==> src/rtl/tpat_pkg.sv <==
package tpat_pkg;
    typedef enum logic [1:0] {
        ST_PASS = 2'd0,
        ST_HI   = 2'd1,
        ST_LO   = 2'd2,
        ST_RAMP = 2'd3
    } tp_state_e;
endpackage

==> src/rtl/tpat_fsm.sv <==
module tpat_fsm
    import tpat_pkg::*;
#(
    parameter int IVL_W    = 2,
    parameter int BAND_LOG = 3,
    localparam int CNT_W   = BAND_LOG + (1 << IVL_W) - 1
) (
    input  logic             clk,
    input  logic             rst_n,
    input  logic             pix_stb,
    input  logic             line_start,
    input  logic             en_i,
    input  logic             sel_i,
    input  logic [IVL_W-1:0] ivl_i,
    output tp_state_e        cur_state,
    output logic [IVL_W-1:0] cur_ivl
);
    tp_state_e        state_q, state_d, start_state;
    logic [CNT_W-1:0] cnt_q, cnt_d, cur_cnt;
    logic [IVL_W-1:0] ivl_q;
    logic             band_end;

    function automatic logic [CNT_W-1:0] band_last(input logic [IVL_W-1:0] iv);
        band_last = CNT_W'((1 << (BAND_LOG + int'(iv))) - 1);
    endfunction

    // Settings of the line in progress, or fresh ones on a line start.
    always_comb begin
        if (!en_i)      start_state = ST_PASS;
        else if (sel_i) start_state = ST_HI;
        else            start_state = ST_RAMP;
        cur_state = line_start ? start_state : state_q;
        cur_ivl   = line_start ? ivl_i : ivl_q;
        cur_cnt   = line_start ? '0 : cnt_q;
        band_end  = (cur_cnt == band_last(cur_ivl));
    end

    // Next-state logic.
    always_comb begin
        state_d = cur_state;
        cnt_d   = cur_cnt;
        unique case (cur_state)
            ST_PASS, ST_RAMP: cnt_d = '0;
            ST_HI: if (pix_stb) begin
                if (band_end) begin
                    state_d = ST_LO;
                    cnt_d   = '0;
                end else begin
                    cnt_d = cur_cnt + 1'b1;
                end
            end
            ST_LO: if (pix_stb) begin
                if (band_end) begin
                    state_d = ST_HI;
                    cnt_d   = '0;
                end else begin
                    cnt_d = cur_cnt + 1'b1;
                end
            end
        endcase
    end

    // State register.
    always_ff @(posedge clk or negedge rst_n) begin
        if (!rst_n) begin
            state_q <= ST_PASS;
            cnt_q   <= '0;
            ivl_q   <= '0;
        end else begin
            state_q <= state_d;
            cnt_q   <= cnt_d;
            ivl_q   <= cur_ivl;
        end
    end

    a_r2_ivl_hold: assert property (@(posedge clk) disable iff (!rst_n)
        !line_start |=> $stable(ivl_q));
    a_r5_band_bound: assert property (@(posedge clk) disable iff (!rst_n)
        (state_q == ST_HI || state_q == ST_LO) |-> cnt_q <= band_last(ivl_q));
    a_r5_idle_hold: assert property (@(posedge clk) disable iff (!rst_n)
        (state_q == ST_HI && !line_start && !pix_stb) |=> (state_q == ST_HI && $stable(cnt_q)));
    a_r8_restart: assert property (@(posedge clk) disable iff (!rst_n)
        (line_start && en_i && sel_i && !pix_stb) |=> (state_q == ST_HI && cnt_q == '0));
endmodule

==> src/rtl/tpat_ramp.sv <==
module tpat_ramp #(
    parameter int CODE_W   = 12,
    parameter int IVL_W    = 2,
    parameter int STEP_LOG = 1
) (
    input  logic              clk,
    input  logic              rst_n,
    input  logic              pix_stb,
    input  logic              line_start,
    input  logic              active,
    input  logic [IVL_W-1:0]  ivl,
    output logic [CODE_W-1:0] cur_val
);
    localparam logic [CODE_W:0] MAXV = (CODE_W+1)'((1 << CODE_W) - 1);
    localparam logic [CODE_W-1:0] FIRST = CODE_W'(1);

    logic [CODE_W-1:0] val_q, val_d;
    logic [CODE_W:0]   step_v, sum_v;

    always_comb begin
        cur_val = line_start ? FIRST : val_q;
        step_v  = (CODE_W+1)'(1) << (STEP_LOG + int'(ivl));
        sum_v   = {1'b0, cur_val} + step_v;
        val_d   = cur_val;
        if (pix_stb && active)
            val_d = (sum_v > MAXV) ? FIRST : sum_v[CODE_W-1:0];
    end

    always_ff @(posedge clk or negedge rst_n) begin
        if (!rst_n) val_q <= FIRST;
        else        val_q <= val_d;
    end

    a_r6_odd_value: assert property (@(posedge clk) disable iff (!rst_n)
        val_q[0] == 1'b1);
    a_r8_line_reset: assert property (@(posedge clk) disable iff (!rst_n)
        (line_start && !pix_stb) |=> val_q == FIRST);
endmodule

==> src/rtl/tpat_level.sv <==
module tpat_level #(
    parameter int CODE_W = 12,
    parameter int BLK_W  = 8,
    parameter int HI_OFS = 128
) (
    input  logic [BLK_W-1:0]  blk,
    output logic [CODE_W-1:0] lvl_lo,
    output logic [CODE_W-1:0] lvl_hi
);
    localparam logic [CODE_W:0] MAXV = (CODE_W+1)'((1 << CODE_W) - 1);
    logic [CODE_W:0] hi_sum;

    always_comb begin
        lvl_lo = CODE_W'({blk, 1'b0});
        hi_sum = {1'b0, lvl_lo} + (CODE_W+1)'(HI_OFS);
        lvl_hi = (hi_sum > MAXV) ? MAXV[CODE_W-1:0] : hi_sum[CODE_W-1:0];
    end

    always_comb begin
        a_r5_hi_above: assert (lvl_hi >= lvl_lo);
    end
endmodule

==> src/rtl/tpat_gen.sv <==
module tpat_gen
    import tpat_pkg::*;
#(
    parameter int CODE_W   = 12,
    parameter int BLK_W    = 8,
    parameter int IVL_W    = 2,
    parameter int BAND_LOG = 3,
    parameter int STEP_LOG = 1,
    parameter int HI_OFS   = 128
) (
    input  logic              clk,
    input  logic              rst_n,
    input  logic              pix_stb,
    input  logic              line_start,
    input  logic              tm_en,
    input  logic              pat_sel,
    input  logic [IVL_W-1:0]  pat_ivl,
    input  logic [BLK_W-1:0]  blk_code,
    input  logic [CODE_W-1:0] pix_in,
    output logic [CODE_W-1:0] out_code,
    output logic              out_vld
);
    tp_state_e         cur_state;
    logic [IVL_W-1:0]  cur_ivl;
    logic [BLK_W-1:0]  blk_q, cur_blk;
    logic [CODE_W-1:0] ramp_val, lvl_lo, lvl_hi, sel_code;

    tpat_fsm #(.IVL_W(IVL_W), .BAND_LOG(BAND_LOG)) u_fsm (
        .clk(clk), .rst_n(rst_n), .pix_stb(pix_stb), .line_start(line_start),
        .en_i(tm_en), .sel_i(pat_sel), .ivl_i(pat_ivl),
        .cur_state(cur_state), .cur_ivl(cur_ivl)
    );

    tpat_ramp #(.CODE_W(CODE_W), .IVL_W(IVL_W), .STEP_LOG(STEP_LOG)) u_ramp (
        .clk(clk), .rst_n(rst_n), .pix_stb(pix_stb), .line_start(line_start),
        .active(cur_state == ST_RAMP), .ivl(cur_ivl), .cur_val(ramp_val)
    );

    tpat_level #(.CODE_W(CODE_W), .BLK_W(BLK_W), .HI_OFS(HI_OFS)) u_level (
        .blk(cur_blk), .lvl_lo(lvl_lo), .lvl_hi(lvl_hi)
    );

    assign cur_blk = line_start ? blk_code : blk_q;

    // Output selection by state.
    always_comb begin
        unique case (cur_state)
            ST_PASS: sel_code = pix_in;
            ST_HI:   sel_code = lvl_hi;
            ST_LO:   sel_code = lvl_lo;
            ST_RAMP: sel_code = ramp_val;
        endcase
    end

    always_ff @(posedge clk or negedge rst_n) begin
        if (!rst_n) begin
            blk_q    <= '0;
            out_code <= '0;
            out_vld  <= 1'b0;
        end else begin
            blk_q   <= cur_blk;
            out_vld <= pix_stb;
            if (pix_stb) out_code <= sel_code;
        end
    end

    a_r3_vld_follow: assert property (@(posedge clk) disable iff (!rst_n)
        pix_stb |=> out_vld);
    a_r3_vld_idle: assert property (@(posedge clk) disable iff (!rst_n)
        !pix_stb |=> (!out_vld && $stable(out_code)));
    a_r4_pass: assert property (@(posedge clk) disable iff (!rst_n)
        (pix_stb && cur_state == ST_PASS) |=> out_code == $past(pix_in));
    a_r9_no_leak: assert property (@(posedge clk) disable iff (!rst_n)
        (pix_stb && cur_state == ST_RAMP) |=> out_code[0] == 1'b1);
endmodule

==> config.mk <==
export PLATFORM = sky130hd
export DESIGN_NAME = tpat_gen
export DESIGN_NICKNAME = d
export VERILOG_FILES = /design/src/rtl/tpat_pkg.sv /design/src/rtl/tpat_fsm.sv /design/src/rtl/tpat_ramp.sv /design/src/rtl/tpat_level.sv /design/src/rtl/tpat_gen.sv
export SDC_FILE = /design/constraint.sdc
export NUM_CORES = 1
export LEC_CHECK = 0
export ABC_AREA = 1
export BUFFER_PORTS_ARGS = -buffer_cell sky130_fd_sc_hd__buf_2
export CAP_MARGIN = 25
export CORE_MARGIN = 10
export CORE_UTILIZATION = 35
export CTS_BUF_LIST = sky130_fd_sc_hd__clkbuf_2
export DETAILED_ROUTE_END_ITERATION = 10
export GPL_TIMING_DRIVEN = 0
export SETUP_SLACK_MARGIN = 0.1
export SYNTH_ARGS = -nofsm -noshare
export SYNTH_HDL_FRONTEND = slang
export SYNTH_SLANG_ARGS = --single-unit
==> constraint.sdc <==
create_clock -name clk -period 3.31 [get_ports clk]
set_input_delay 0.331 -clock clk [delete_from_list [all_inputs] [get_ports clk]]
set_output_delay 0.331 -clock clk [all_outputs]
set_load 0.03 [all_outputs]
==> flow_summary.json <==
{
  "run_status": "complete, no violations",
  "dpl.hpwl_mm": 4.88,
  "slew_violations": 0,
  "cts_tree": "yes",
  "yosys.area.top_type_share_pct": 40.7,
  "synth.cell_area_um2": 2580,
  "clock_tree.htree_level_count": 2,
  "grt_first_pass_wirelength_mm": 10.8,
  "setup_viol_count_final": 0,
  "finalHoldViolCount": 0,
  "average_footprint_of_a_synthesized_cell_um2": 7.73,
  "worst_pin_slew_ns": 0.569,
  "layout.nets": 421,
  "clk_root_buffer_cell": "sky130_fd_sc_hd__clkbuf_2",
  "highest_count_cells_in_the_layout_ignoring_fill_and_taps": "sky130_fd_sc_hd__nand2_1, sky130_fd_sc_hd__dfrtp_1, sky130_fd_sc_hd__nor2_1, sky130_fd_sc_hd__inv_1, sky130_fd_sc_hd__buf_2",
  "layout.cell_area.non_filler_um2": 3020,
  "power.net_switching_mw": 0.392,
  "critical_path.max_fanout": 5,
  "routedWlPerCell_um": 13.3,
  "rsz0062_at_grt": "false",
  "port_buffers": 39,
  "crit_chain": "nand2_2, nand2_4, nand2_2, inv_1, ha_1, nand2_1, o21ai_0, nand4_1, nand2_1, nand2_1, nor2_1",
  "hold_path_startpoint": "pix_stb",
  "proportion_of_synthesized_chip_area_in_sequential_cells_pct": 41.7,
  "worstHoldPathCells": 1,
  "ir_drop_uv": 172,
  "synth.top_cells.by_area": "sky130_fd_sc_hd__dfrtp_1, sky130_fd_sc_hd__nand2_1, sky130_fd_sc_hd__nor2_1",
  "slowest_delay_ns": 0.48,
  "placed_area_um2": 2900,
  "worst-r2r-setup-slack_ns": 1.19,
  "hold_buffers": 0,
  "sw_frac_of_total_pct": 31.3,
  "clockBufferDepth": 2,
  "area_used_by_multi_input_combinational_logic_um2": 1270,
  "period_share_pct": 64.0,
  "cts.clk_slew.worst_paths_ns": 0.25,
  "power.leakage_nw": 1.60,
  "hold_path_end": "out_vld$_DFF_PN0_",
  "die_height_um": 106,
  "starting_density_of_the_core_pct": 35.8,
  "layout_commonest_cell": "sky130_fd_sc_hd__nand2_1",
  "viasPerCell": 4.76,
  "post_cts_resize_count": 0,
  "flow.area_growth_from_synthesis_pct": 17.1,
  "grt_pass1_vias": 2225,
  "gr-usage-all-layers_pct": 11.6,
  "ys_seq_elements": 43,
  "worst-r2r-cell-count": 11,
  "critical_path_buf_inv_count": 1,
  "route.vias.total": 2293,
  "detailedRoute.firstPassIterationCount": 4,
  "clkLatencyLatePin_ns": 0.43,
  "r2r_start": "u_fsm.ivl_q[1]$_DFF_PN0_",
  "seq_power_share_pct": 46.5,
  "drt_first_iter_violations": 126,
  "cts-buffers-inserted": 5,
  "synthesis_warnings": 0,
  "syn_nets": 373,
  "cp-end-kind": "flop",
  "largest_net_degree_at_the_start_of_global_routing": 44,
  "synthCells": 334,
  "place_congestion": 0.839,
  "rows": 31,
  "grt-ovfl-total": 0,
  "antenna_left": 0,
  "synth.largest_area_cell": "sky130_fd_sc_hd__dfrtp_1",
  "worst_ep_required_time_ns": 3.66,
  "post_cts_buffers": 0,
  "ys_types": 35,
  "worst_path_dominant_cell_family": "simple AND/OR/NAND/NOR gates",
  "r2r_end": "u_ramp.val_q[11]$_DFF_PN0_",
  "min-delay-path-class": "input pin to flop",
  "setup.worst_path.class": "flop to flop",
  "filler_cell_count": 778,
  "finalCriticalPeriod_ns": 2.12,
  "max_slew_margin_pct": 62.1,
  "clock-sinks": 43,
  "final_layout_size_suffix_gt1_share_pct": 19.8,
  "power_density_nw_per_um2": 414,
  "grt_antenna_before_repair": 0,
  "max_cap_violations": 0,
  "antenna_cells": 0,
  "crit_slowest_cell": "sky130_fd_sc_hd__dfrtp_1",
  "cp-start-kind": "flop",
  "core_outline_area_um2": 7210,
  "num_io_pins": 41,
  "clock_power_share_pct": 31.5,
  "fp.dieW_um": 106,
  "remaining_drc_errors": 0,
  "layout.area.seq_um2": 1080,
  "route.final.wire_length_mm": 6.39,
  "power_report.internal_total_mw": 0.860,
  "cp_data_arrival_time_ns": 2.47,
  "crit_top_cell": "sky130_fd_sc_hd__nand2_1",
  "die_area_um2": 11200,
  "worst_clock_skew_ns": 0.0259,
  "max_freq_mhz": 472,
  "share_comb_of_total_power_pct": 22.0,
  "totalNegativeSetupSlack_ns": 0
}
-- worst max-delay path by stage --
stage	cells past startpoint	to	from	slack, ns
finish	11	u_ramp.val_q[11]$_DFF_PN0_	u_fsm.ivl_q[1]$_DFF_PN0_	1.19
global route	13	u_ramp.val_q[2]$_DFF_PN0_	u_fsm.ivl_q[1]$_DFF_PN0_	1.01
CTS	11	u_ramp.val_q[11]$_DFF_PN0_	u_fsm.ivl_q[1]$_DFF_PN0_	1.22
detailed placement	11	out_code[4]$_DFFE_PN0P_	line_start	0.80
global placement	11	out_code[4]$_DFFE_PN0P_	line_start	0.85
floorplan	12	out_code[3]$_DFFE_PN0P_	line_start	1.24
-- power by group through the flow --
stage | logic [mW] | registers [mW] | clock network [mW]
final | 0.276 | 0.582 | 0.394
after floorplan | 0.143 | 0.632 | 0
after global routing | 0.311 | 0.587 | 0.415
after CTS | 0.276 | 0.582 | 0.400
after global placement | 0.271 | 0.590 | 0
after detailed placement | 0.275 | 0.592 | 0
-- logic make-up after synthesis --
group           count (synthesis)  synth area share, %
simple gates                  174                 30.7
buf+inv                        52                 9.01
compound gates                 45                 10.1
flops                          43                 41.7
fa+ha+maj                      11                 5.62
xor+xnor                        8                 2.71
other cells                     1                0.145
-- cells in the mapped netlist, drive strengths merged --
library cell,n
dfrtp,42
clkinv,1
inv,42
ha,10
or2,3
o21ai,12
buf,5
a22oi,7
a31oi,6
nand4,6
conb,1
dfstp,1
xnor2,2
o21a,2
nand3,17
o211ai,2
clkbuf,4
nand2,101
nor3,4
a21oi,16
xor2,6
nor2,43
fa,1
-- flip-flops by register name, summed over array words and instances (netlist names) --
signal	cells
blk_q	8
out_code	12
out_vld	1
u_fsm.cnt_q	6
u_fsm.ivl_q	2
u_fsm.state_q	2
u_ramp.val_q	12
-- per-layer routing --
layer	GRT usage (%)	up-vias	part of all wire (%)
li1	-	1159	-
met1	14.4	1078	45
met2	19.6	48	48
met3	2.29	8	5.7
met4	3.87	0	1.7
met5	0	-	0
-- per-stage QoR --
step | total power, mW | hold WS [ns] | setup slack, ns | util (%) | cells
after floorplan | 0.775 | 0.0354 | 1.24 | - | 334
after global placement | 0.861 | 0.455 | 0.846 | 40.2 | 472
after detailed placement | 0.866 | 0.458 | 0.803 | 40.2 | 472
after CTS | 1.26 | 0.0473 | 1.22 | 41.5 | 480
after global routing | 1.31 | 0.0626 | 1.01 | 41.9 | 482
final | 1.25 | 0.0803 | 1.19 | 41.9 | 482
-- worst register-to-register path: stages (launching register included) --
cell and delay (ns):
sky130_fd_sc_hd__dfrtp_1 0.48, sky130_fd_sc_hd__nand2_2 0.11, sky130_fd_sc_hd__nand2_4 0.07, sky130_fd_sc_hd__nand2_2 0.07, sky130_fd_sc_hd__inv_1 0.05, sky130_fd_sc_hd__ha_1 0.33
sky130_fd_sc_hd__nand2_1 0.06, sky130_fd_sc_hd__o21ai_0 0.42, sky130_fd_sc_hd__nand4_1 0.20, sky130_fd_sc_hd__nand2_1 0.11, sky130_fd_sc_hd__nand2_1 0.05, sky130_fd_sc_hd__nor2_1 0.10
-- final cells by class --
cell class / instances / share of cell area (%)
plain buffers: 9 / 2.11
clock buffers: 5 / 0.827
clock inverters: 3 / 2.23
inverters: 43 / 5.59
multi-input cells: 239 / 42.1
flip-flops and latches: 43 / 35.6
well taps: 99 / 4.10
repair buffers: 41 / 7.45
No activity file was read; power rests on OpenSTA's default activity.
